<file path="src/rtl/sio_cfg_pkg.sv">
package sio_cfg_pkg;

    // unlock key bytes
    localparam logic [7:0] KEY_B0    = 8'h87;
    localparam logic [7:0] KEY_B1    = 8'h01;
    localparam logic [7:0] KEY_B2    = 8'h55;
    localparam logic [7:0] KEY_LO    = 8'h55;
    localparam logic [7:0] KEY_HI    = 8'hAA;

    // register indices
    localparam logic [7:0] IX_CTRL   = 8'h02;
    localparam logic [7:0] IX_LDN    = 8'h07;
    localparam logic [7:0] IX_CHSEL  = 8'h22;
    localparam logic [7:0] IX_CLK    = 8'h23;
    localparam logic [7:0] IX_SUSP   = 8'h24;
    localparam logic [7:0] IX_ACT    = 8'h30;
    localparam logic [7:0] EXIT_CODE = 8'h02;

    typedef enum logic [1:0] {
        KEY_IDLE,
        KEY_GOT1,
        KEY_GOT2,
        KEY_GOT3
    } key_stage_e;

endpackage

</file>
<file path="src/rtl/sio_key_fsm.sv">
module sio_key_fsm
    import sio_cfg_pkg::*;
(
    input  logic       clk,
    input  logic       rst_n,
    input  logic       key_wr,
    input  logic [7:0] key_byte,
    input  logic       exit_req,
    output logic       cfg_on,
    output logic       base_hi
);

    typedef struct packed {
        key_stage_e stage;
        logic       on;
        logic       hi;
    } key_st_t;

    key_st_t st_d, st_q;
    key_stage_e restart;

    always_comb begin
        st_d    = st_q;
        restart = (key_byte == KEY_B0) ? KEY_GOT1 : KEY_IDLE;
        if (exit_req) begin
            st_d.on    = 1'b0;
            st_d.stage = KEY_IDLE;
        end else if (key_wr && !st_q.on) begin
            case (st_q.stage)
                KEY_IDLE: st_d.stage = restart;
                KEY_GOT1: st_d.stage = (key_byte == KEY_B1) ? KEY_GOT2 : restart;
                KEY_GOT2: st_d.stage = (key_byte == KEY_B2) ? KEY_GOT3 : restart;
                default: begin
                    if (key_byte == KEY_LO || key_byte == KEY_HI) begin
                        st_d.on    = 1'b1;
                        st_d.hi    = (key_byte == KEY_HI);
                        st_d.stage = KEY_IDLE;
                    end else begin
                        st_d.stage = restart;
                    end
                end
            endcase
        end
    end

    always_ff @(posedge clk) begin
        if (!rst_n) begin
            st_q <= '{stage: KEY_IDLE, on: 1'b0, hi: 1'b0};
        end else begin
            st_q <= st_d;
        end
    end

    assign cfg_on  = st_q.on;
    assign base_hi = st_q.hi;


    cfg_enter_chk: assert property (@(posedge clk) disable iff (!rst_n)
        $rose(st_q.on) |-> $past(key_wr) &&
            ($past(key_byte) == KEY_LO || $past(key_byte) == KEY_HI));


    cfg_exit_chk: assert property (@(posedge clk) disable iff (!rst_n)
        exit_req |=> !st_q.on);


    key_restart_chk: assert property (@(posedge clk) disable iff (!rst_n)
        (key_wr && !st_q.on && !exit_req && key_byte == KEY_B0) |=> st_q.stage == KEY_GOT1);

endmodule

</file>
<file path="src/rtl/sio_reg_file.sv">
module sio_reg_file
    import sio_cfg_pkg::*;
#(
    parameter int unsigned NUM_LDN = 4
) (
    input  logic               clk,
    input  logic               rst_n,
    input  logic               idx_wr,
    input  logic               dat_wr,
    input  logic [7:0]         wdata,
    input  logic               strap,
    output logic [7:0]         idx_o,
    output logic [7:0]         dat_rd,
    output logic [NUM_LDN-1:0] act_o,
    output logic               clk24_o,
    output logic               match_o,
    output logic               exit_req
);

    typedef struct packed {
        logic [7:0]         idx;
        logic [7:0]         ldn;
        logic               sel_seen;
        logic               sel_bit;
        logic               clk24;
        logic               susp;
        logic [NUM_LDN-1:0] act;
    } reg_st_t;

    reg_st_t rf_d, rf_q;
    logic match;
    logic wr_ok;
    logic [NUM_LDN-1:0] act_hit;

    assign match = !rf_q.sel_seen || (rf_q.sel_bit == strap);
    assign wr_ok = dat_wr && (match || rf_q.idx == IX_CHSEL);

    // per-device bank selection for read-back
    for (genvar g = 0; g < NUM_LDN; g++) begin : g_bank
        assign act_hit[g] = (rf_q.ldn == 8'(g)) && rf_q.act[g];
    end

    always_comb begin
        rf_d = rf_q;
        if (idx_wr) begin
            rf_d.idx = wdata;
        end
        if (wr_ok) begin
            case (rf_q.idx)
                IX_LDN:   rf_d.ldn = wdata;
                IX_CHSEL: begin
                    rf_d.sel_seen = 1'b1;
                    rf_d.sel_bit  = wdata[7];
                end
                IX_CLK:   rf_d.clk24 = wdata[0];
                IX_SUSP:  rf_d.susp  = wdata[0];
                IX_ACT: begin
                    for (int i = 0; i < NUM_LDN; i++) begin
                        if (rf_q.ldn == 8'(i)) begin
                            rf_d.act[i] = wdata[0];
                        end
                    end
                end
                default: ;
            endcase
        end
    end

    always_ff @(posedge clk) begin
        if (!rst_n) begin
            rf_q <= '{idx: 8'h00, ldn: 8'h00, sel_seen: 1'b0, sel_bit: 1'b0,
                      clk24: 1'b0, susp: 1'b1, act: '0};
        end else begin
            rf_q <= rf_d;
        end
    end

    always_comb begin
        if (!match) begin
            dat_rd = 8'hFF;
        end else begin
            case (rf_q.idx)
                IX_LDN:   dat_rd = rf_q.ldn;
                IX_CHSEL: dat_rd = {rf_q.sel_bit, 7'b0};
                IX_CLK:   dat_rd = {7'b0, rf_q.clk24};
                IX_SUSP:  dat_rd = {7'b0, rf_q.susp};
                IX_ACT:   dat_rd = {7'b0, |act_hit};
                default:  dat_rd = 8'h00;
            endcase
        end
    end

    assign exit_req = dat_wr && match && rf_q.idx == IX_CTRL && wdata == EXIT_CODE;
    assign idx_o    = rf_q.idx;
    assign act_o    = rf_q.act;
    assign clk24_o  = rf_q.clk24;
    assign match_o  = match;


    nomatch_hold_chk: assert property (@(posedge clk) disable iff (!rst_n)
        (dat_wr && !match && rf_q.idx != IX_CHSEL) |=>
            $stable(rf_q.clk24) && $stable(rf_q.ldn) && $stable(rf_q.act) && $stable(rf_q.susp));


    clk_change_chk: assert property (@(posedge clk) disable iff (!rst_n)
        !$stable(rf_q.clk24) |-> $past(dat_wr) && $past(rf_q.idx) == IX_CLK);


    act_change_chk: assert property (@(posedge clk) disable iff (!rst_n)
        !$stable(rf_q.act) |-> $past(dat_wr) && $past(rf_q.idx) == IX_ACT &&
            $countones(rf_q.act ^ $past(rf_q.act)) == 1);

endmodule

</file>
<file path="src/rtl/sio_cfg_port.sv">
module sio_cfg_port
    import sio_cfg_pkg::*;
#(
    parameter int unsigned        ADDR_W   = 16,
    parameter int unsigned        NUM_LDN  = 4,
    parameter logic [ADDR_W-1:0]  KEY_PORT = 'h2E,
    parameter logic [ADDR_W-1:0]  BASE_LO  = 'h2E,
    parameter logic [ADDR_W-1:0]  BASE_HI  = 'h4E
) (
    input  logic               clk,
    input  logic               rst_n,
    input  logic [ADDR_W-1:0]  io_addr,
    input  logic               io_wr,
    input  logic               io_rd,
    input  logic [7:0]         io_wdata,
    output logic [7:0]         io_rdata,
    input  logic               chip_strap,
    output logic               cfg_mode,
    output logic               cfg_base_hi,
    output logic               chip_match,
    output logic [NUM_LDN-1:0] dev_act,
    output logic               clk24_sel
);

    logic              cfg_on, base_hi, exit_req;
    logic [ADDR_W-1:0] idx_addr, dat_addr;
    logic              idx_hit, dat_hit, key_wr;
    logic [7:0]        idx_val, dat_val;

    assign idx_addr = base_hi ? BASE_HI : BASE_LO;
    assign dat_addr = idx_addr + ADDR_W'(1);
    assign idx_hit  = cfg_on && io_addr == idx_addr;
    assign dat_hit  = cfg_on && io_addr == dat_addr;
    assign key_wr   = io_wr && !cfg_on && io_addr == KEY_PORT;

    sio_key_fsm i_key (
        .clk      (clk),
        .rst_n    (rst_n),
        .key_wr   (key_wr),
        .key_byte (io_wdata),
        .exit_req (exit_req),
        .cfg_on   (cfg_on),
        .base_hi  (base_hi)
    );

    sio_reg_file #(.NUM_LDN(NUM_LDN)) i_regs (
        .clk      (clk),
        .rst_n    (rst_n),
        .idx_wr   (io_wr && idx_hit),
        .dat_wr   (io_wr && dat_hit),
        .wdata    (io_wdata),
        .strap    (chip_strap),
        .idx_o    (idx_val),
        .dat_rd   (dat_val),
        .act_o    (dev_act),
        .clk24_o  (clk24_sel),
        .match_o  (chip_match),
        .exit_req (exit_req)
    );

    always_comb begin
        if (io_rd && idx_hit) begin
            io_rdata = idx_val;
        end else if (io_rd && dat_hit) begin
            io_rdata = dat_val;
        end else begin
            io_rdata = 8'hFF;
        end
    end

    assign cfg_mode    = cfg_on;
    assign cfg_base_hi = base_hi;


    idle_read_chk: assert property (@(posedge clk) disable iff (!rst_n)
        (io_rd && !cfg_on) |-> io_rdata == 8'hFF);


    idle_write_chk: assert property (@(posedge clk) disable iff (!rst_n)
        (io_wr && !cfg_on) |=> $stable(dev_act) && $stable(clk24_sel));

endmodule

</file>
<file path="config.mk">
export PLATFORM = sky130hd
export DESIGN_NAME = sio_cfg_port
export DESIGN_NICKNAME = d
export VERILOG_FILES = /design/src/rtl/sio_cfg_pkg.sv /design/src/rtl/sio_key_fsm.sv /design/src/rtl/sio_reg_file.sv /design/src/rtl/sio_cfg_port.sv
export SDC_FILE = /design/constraint.sdc
export NUM_CORES = 1
export LEC_CHECK = 0
export BUFFER_PORTS_ARGS = -buffer_cell sky130_fd_sc_hd__buf_2
export CORE_ASPECT_RATIO = 0.8
export CORE_MARGIN = 2
export CORE_UTILIZATION = 34
export CTS_CLUSTER_SIZE = 40
export DETAILED_ROUTE_END_ITERATION = 7
export GPL_TIMING_DRIVEN = 0
export SYNTH_ARGS = -nofsm -noshare
export SYNTH_HDL_FRONTEND = slang
export SYNTH_SLANG_ARGS = --single-unit
</file>
<file path="constraint.sdc">
create_clock -name clk -period 2.68 [get_ports clk]
set_clock_uncertainty 0.2 [all_clocks]
set_input_delay 0.536 -clock clk [delete_from_list [all_inputs] [get_ports clk]]
set_output_delay 0.536 -clock clk [all_outputs]
set_load 0.01 [all_outputs]
</file>
==> results of run 1 <==
-- path summary, 6_finish.rpt --
| check | from | to | slack, ps | cells past startpoint |
|---|---|---|---|---|
| min reg2reg | i_regs.rf_q[4]$_SDFFE_PN1P_ | i_regs.rf_q[4]$_SDFFE_PN1P_ | 290 | 1 |
| max | io_addr[14] | io_rdata[4] | -5 | 8 |
| min | i_regs.rf_q[4]$_SDFFE_PN1P_ | i_regs.rf_q[4]$_SDFFE_PN1P_ | 290 | 1 |
| max reg2reg | i_regs.idx_o[7]$_SDFFE_PN0P_ | i_regs.rf_q[8]$_SDFFE_PN0P_ | 260 | 5 |
-- where the power goes --
group          leakage [nW]  total (mW)  switching, mW  internal, mW
combinational         0.516      0.0660         0.0388        0.0273
sequential            0.226       0.416    0.000000216         0.416
clock                0.0288       0.275          0.143         0.132
total                 0.771       0.757          0.182         0.575
-- state kept, by name, summed over array words and instances, names as in the netlist --
register        flops
i_key.base_hi       1
i_regs.rf_q        11
i_regs.idx_o        8
i_regs.act_o        4
i_key.cfg_on        1
i_key.st_q          2
i_regs.clk24_o      1
-- routing by layer --
layer  up-vias  routed length [um]
met5         -                   0
met4         0                  47
met1       840                2400
li1        900                   -
met2        51                2150
met3         4                 272
-- cell usage in the layout, fill, tap and decap left out, types with 7 or more instances in the layout --
| master | instances |
|---|---|
| sky130_fd_sc_hd__buf_2 | 39 |
| sky130_fd_sc_hd__nor2_1 | 23 |
| sky130_fd_sc_hd__nand3_1 | 8 |
| sky130_fd_sc_hd__o21ai_0 | 13 |
| sky130_fd_sc_hd__mux2i_1 | 10 |
| sky130_fd_sc_hd__nor4_1 | 7 |
| sky130_fd_sc_hd__nand2_1 | 26 |
| sky130_fd_sc_hd__clkbuf_1 | 8 |
| sky130_fd_sc_hd__nor3_1 | 8 |
| sky130_fd_sc_hd__a21oi_1 | 18 |
| sky130_fd_sc_hd__dfxtp_1 | 27 |
| sky130_fd_sc_hd__buf_4 | 10 |
-- logic make-up after synthesis --
group,after synthesis,share of synthesized area [%]
DFF,28,32.3
and+or+nand+nor,111,38.3
xor gates and xnor gates,1,0.506
buffers and inverters,19,4.98
muxes,11,7.08
AOI/OAI and AO/OA,48,16.8
-- layout make-up --
type	count	area [sq um]
Multi-Input combinational cell	171	1170
Inverter	2	7.51
Buffer	15	76.3
Timing Repair Buffer	47	267
Sequential cell	28	562
Clock buffer	4	55.1
Fill cell	531	2730
Tap cell	62	77.6
-- metrics by stage --
| step | utilization [%] | setup TNS, ps |
|---|---|---|
| final | 44.8 | -6.06 |
| after global placement | 40.8 | -3200 |
| after detailed placement | 40.8 | -3700 |
| after CTS | 43.0 | 0 |
| after global routing | 44.8 | -718 |
| after floorplan | - | 0 |
-- cells in the mapped netlist, drive strengths merged, types with 2 or more instances --
cell,instances
o21ai,13
nor4b,2
a21oi,22
nor3,9
nand3b,2
mux2i,10
nand2b,3
nor4bb,2
buf,6
and4,3
nand4,6
nand4b,2
clkbuf,11
nor3b,3
nor2b,3
nor4,11
a211oi,2
nand3,8
dfxtp,28
nand2,26
inv,2
nor2,24
-- worst max-delay path, stage by stage --
cell                       delay [ps]
sky130_fd_sc_hd__buf_6            100
sky130_fd_sc_hd__nor4_4           280
sky130_fd_sc_hd__buf_4            170
sky130_fd_sc_hd__nand4_4           90
sky130_fd_sc_hd__nor4bb_2         300
sky130_fd_sc_hd__buf_4            240
sky130_fd_sc_hd__a21oi_1           90
sky130_fd_sc_hd__buf_2            140
-- what timing repair did --
| action | CTS | global route |
|---|---|---|
| setup buffers | 4 | 1 |
| setup endpoints to repair | 8 | 8 |
| hold buffers | 0 | 0 |
| gates resized for setup | 9 | 14 |
| pin swaps | 2 | 3 |
==> impl_metrics.json, run 1 <==
{
  "globalRouteMet1Util_pct": 23.5,
  "leakagePower_nw": 0.771,
  "critPathKind": "in2out",
  "drt-initial-drc-count": 79,
  "clock_tree_from_tritoncts": "done",
  "coreArea_sq_mm": 0.00495,
  "dpl_cell_area_sq_mm": 0.00202,
  "synth_area_leaders": "sky130_fd_sc_hd__dfxtp_1 32%, sky130_fd_sc_hd__a21oi_1 6.4%, sky130_fd_sc_hd__mux2i_1 5.8%",
  "final_cell_area_sq_mm": 0.00222,
  "synth.ff_latch_count": 28,
  "via_count_of_the_first_global_routing_pass": 1694,
  "synth.lib_cells_used.distinct": 49,
  "grtUsageTotal_pct": 17.5,
  "post_drt_via_cell_ratio": 5.46,
  "critPathArrivalTime_ps": 1950,
  "run_status": "finished with violations",
  "ctsLongestPathBuffers": 2,
  "finalWeightedCongestion": 0.777,
  "violations": "negative setup slack",
  "finalNonFillerCells": 329,
  "fmax_ghz": 0.373,
  "design.die.area_sq_mm": 0.00569,
  "die_y_um": 67.9,
  "min-delay-path-class": "reg2reg",
  "finalCritPeriodShare_pct": 100,
  "io_buffers": 42,
  "clkTransAtPathRegs_ps": 100,
  "worst-slew-pin-transition_ps": 761,
  "die_width_um": 83.8,
  "synth_flop_cell": "sky130_fd_sc_hd__dfxtp_1",
  "critical_path_peak_fanout": 8,
  "syn-instance-count": 218,
  "crit_path_end_kind": "output port",
  "route.antenna.remaining_nets": 0,
  "setup_viol": 2,
  "num_rows": 23,
  "tritoncts.num_buffers": 3,
  "finalWorstPathRequiredPeriod_ps": 2680,
  "layout-drive-gt1-share_pct": 30.7,
  "fin_hold_ws_ps": 295,
  "synthesis.area_sq_mm": 0.00173,
  "globalRouteMet3Util_pct": 3.50,
  "yosysTopAreaCell": "sky130_fd_sc_hd__dfxtp_1",
  "timing.max_slew.rel_slack_pct": 48.9,
  "hold_violations": 0,
  "boundaryPins": 45,
  "route.vias.total": 1795,
  "critPathRequiredTime_ps": 1940,
  "detailedRoute.firstPassIterationCount": 4,
  "total_power_uw": 757,
  "seq_area_frac_synth_pct": 32.3,
  "diodes": 0,
  "post_drt_wl_per_cell_um": 14.8,
  "avgSynthCellArea_sq_um": 7.95,
  "grt_util_met2_pct": 29.7,
  "p_per_area_mw_per_mm2": 342,
  "synth_enable_flop_cells": 0,
  "clock_insertion_delay_worst_skew_ps": 280,
  "rsz0062_at_grt": "true",
  "drv.max_cap_violation_count": 0,
  "post-place-ws_ps": -461,
  "fin_nets": 297,
  "critPathLaunchType": "input port",
  "start_util_pct": 35.0,
  "setup_ws_ps": -4.54,
  "pin_count_of_the_biggest_net_entering_global_routing": 16,
  "layout-area-overhead-vs-synth_pct": 27.9,
  "grt_antenna_before_repair": 0,
  "slew_violations": 0,
  "clock_sink_count": 28,
  "drt_wl_total_um": 4880,
  "yosysWarnings": 0,
  "synth_top_cell_area_share_pct": 32.3,
  "synth-async-reset-ratio_pct": 0,
  "htreeDepth": 1,
  "vdd_ir_drop_max_mv": 0.273,
  "drt_drc_violations_left": 0,
  "grt_first_pass_wirelength_um": 7960,
  "place.detailed.hpwl_um": 3610,
  "cts_root_buf": "sky130_fd_sc_hd__clkbuf_8",
  "grt_overflow": 0,
  "mappedNetlistNets": 247,
  "grt.busiest_layer": "met2",
  "placed_cells": 322
}
No activity file was read; power rests on OpenSTA's default activity.
==> run 2: changes to the inputs <==
ABC_AREA = 1   (was not set)
==> impl_metrics.json, run 2 <==
{
  "grtUsageTotal_pct": 17.9,
  "yosysTopAreaCell": "sky130_fd_sc_hd__dfxtp_1",
  "r2r_end": "i_regs.rf_q[12]$_SDFFE_PN0P_",
  "synth_area_leaders": "sky130_fd_sc_hd__dfxtp_1 28%, sky130_fd_sc_hd__nor2_1 18%, sky130_fd_sc_hd__nand2_1 16%",
  "grt_antenna_before_repair": 0,
  "fin_hold_ws_ps": 286,
  "start_util_pct": 34.7,
  "synth-async-reset-ratio_pct": 0,
  "layout-area-overhead-vs-synth_pct": 22.1,
  "critPathLaunchType": "input port",
  "fin_nets": 439,
  "drt_drc_violations_left": 0,
  "place.detailed.hpwl_um": 4390,
  "grt_first_pass_wirelength_um": 9580,
  "slew_violations": 0,
  "post_drt_via_cell_ratio": 4.49,
  "tritoncts.num_buffers": 3,
  "grt_overflow": 0,
  "via_count_of_the_first_global_routing_pass": 2033,
  "coreArea_sq_mm": 0.00585,
  "detailedRoute.firstPassIterationCount": 4,
  "timing.hold.worst.start": "i_regs.rf_q[4]$_SDFFE_PN1P_",
  "finalNonFillerCells": 490,
  "worst-slew-pin-transition_ps": 579,
  "hold_violations": 0,
  "placed_cells": 483,
  "synth.ff_latch_count": 28,
  "finalWeightedCongestion": 0.890,
  "synthMostInstantiatedCell": "sky130_fd_sc_hd__nor2_1",
  "critPathKind": "in2out",
  "die_y_um": 73.1,
  "fillers": 661,
  "finalCritPeriodShare_pct": 96.4,
  "io_buffers": 44,
  "synthesis.area_sq_mm": 0.00203,
  "commonest_non_fill_non_tap_cell_in_the_layout": "sky130_fd_sc_hd__nor2_1",
  "setup_viol": 0,
  "finalWorstPathRequiredPeriod_ps": 2580,
  "critPathArrivalTime_ps": 1850,
  "die_width_um": 90.4,
  "drt_wl_total_um": 5580,
  "vdd_ir_drop_max_mv": 0.155,
  "ff2ff_setup_slack_ps": 880,
  "clock_sink_count": 28,
  "crit_path_end_kind": "output port",
  "layout_common_cells": "91 x sky130_fd_sc_hd__nor2_1, 87 x sky130_fd_sc_hd__nand2_1, 55 x sky130_fd_sc_hd__inv_1",
  "route.antenna.remaining_nets": 0,
  "whs_endpoint": "i_regs.rf_q[4]$_SDFFE_PN1P_",
  "drv.max_cap_violation_count": 0,
  "syn-instance-count": 358,
  "run_status": "finished clean",
  "p_per_area_mw_per_mm2": 337,
  "min-delay-path-class": "reg2reg",
  "clock_insertion_delay_worst_skew_ps": 290,
  "critical_path_peak_fanout": 8,
  "yosysWarnings": 0,
  "leakagePower_nw": 1.19,
  "clkTransAtPathRegs_ps": 100,
  "drt-initial-drc-count": 137,
  "fmax_ghz": 0.387,
  "largest_reg_flops": 11,
  "route.vias.total": 2200,
  "synth.cells.most_frequent": "95 x sky130_fd_sc_hd__nor2_1, 88 x sky130_fd_sc_hd__nand2_1, 55 x sky130_fd_sc_hd__inv_1",
  "mappedNetlistNets": 387,
  "design.die.area_sq_mm": 0.00661,
  "seq_area_frac_synth_pct": 27.6,
  "clock_tree_from_tritoncts": "done",
  "diodes": 0,
  "r2r_cells": 9,
  "critPathRequiredTime_ps": 1940,
  "layout-drive-gt1-share_pct": 20.0,
  "synth_flop_cell": "sky130_fd_sc_hd__dfxtp_1",
  "synth_enable_flop_cells": 0,
  "ctsLongestPathBuffers": 2,
  "synth.lib_cells_used.distinct": 26,
  "num_rows": 25,
  "post_drt_wl_per_cell_um": 11.4,
  "worstReg2RegStart": "i_regs.idx_o[5]$_SDFFE_PN0P_",
  "htreeDepth": 1,
  "avgSynthCellArea_sq_um": 5.67,
  "holdPathStages": 2,
  "synth_top_cell_area_share_pct": 27.6,
  "cts_root_buf": "sky130_fd_sc_hd__clkbuf_8",
  "timing.max_slew.rel_slack_pct": 61.4,
  "top_register": "i_regs.rf_q",
  "pin_count_of_the_biggest_net_entering_global_routing": 17,
  "boundaryPins": 45
}
## run 2: cell count changes in the layout (fill, tap and decap cells not counted), sizes merged, moves of 12 or more
cell	previous run	this run
nand3	8	20
nand2	26	93
a21oi	22	0
inv	2	56
nor2	24	100
## run 2: worst max path at each step
stage | start | end | slack [ps] | cells past startpoint
3_3_place_gp | io_addr[15] | io_rdata[0] | 3 | 13
3_5_place_dp | io_addr[15] | io_rdata[1] | 4 | 10
6_report | io_addr[11] | io_rdata[7] | 100 | 11
5_1_grt | io_addr[9] | io_rdata[0] | -30 | 13
2_1_floorplan | io_addr[15] | io_rdata[0] | 370 | 11
4_1_cts | io_addr[15] | io_rdata[1] | 3 | 10
## run 2: what timing repair did
item	4_1_cts	5_1_grt
hold buffers	0	0
endpoints found under the setup margin	0	8
buffers inserted	0	3
gates resized for setup	0	10
## run 2: kinds of logic after synthesis
family | synth area share (%)
simple gates | 52.4
buf+inv | 13.7
flops | 27.6
compound gates | 6.29
## run 2: through the flow
step	util, %	setup WS [ps]	instance area (sq um)	setup TNS, ps	power (mW)
after detailed placement	40.2	4.16	2350	0	0.493
final	42.4	97.0	2480	0	0.834
after floorplan	-	365	2030	0	0.454
after global routing	42.4	-33.4	2480	-64.4	0.866
after global placement	40.2	2.88	2350	0	0.492
after CTS	41.4	3.18	2420	0	0.839
## run 2: layout make-up
type                       instances  area (sq um)  share of cell area, %
multi-input combinational        264          1220                   49.2
sequential                        28           562                   22.7
timing repair buffer              47           243                   9.79
inverter                          56           210                   8.48
tap                               81           101                   4.09
buffer                            10          72.6                   2.93
clock buffer                       3          41.3                   1.67
clock inverter                     1          30.0                   1.21
## run 2: report_power, final
part / total (mW) / leakage [nW] / switching [mW] / internal, mW
clock network: 0.349 / 0.0357 / 0.148 / 0.200
logic: 0.0695 / 0.926 / 0.0450 / 0.0245
registers: 0.416 / 0.226 / 0.00000000137 / 0.416
total: 0.834 / 1.19 / 0.193 / 0.641
## run 2: layer usage
| layer | wire length [um] | global-route usage (%) |
|---|---|---|
| met5 | 0 | 0 |
| met4 | 26 | 2.05 |
| met3 | 263 | 2.58 |
| met2 | 2290 | 28.7 |
| met1 | 3000 | 26.5 |
## run 2: critical path, stage by stage
cell and delay, ps:
sky130_fd_sc_hd__buf_2 90, sky130_fd_sc_hd__nor2_1 100, sky130_fd_sc_hd__nand2_1 100, sky130_fd_sc_hd__nor2_4 130, sky130_fd_sc_hd__nand2_1 100, sky130_fd_sc_hd__nor2_4 160
sky130_fd_sc_hd__buf_8 130, sky130_fd_sc_hd__nand2_4 80, sky130_fd_sc_hd__o22ai_1 210, sky130_fd_sc_hd__inv_1 60, sky130_fd_sc_hd__buf_2 140
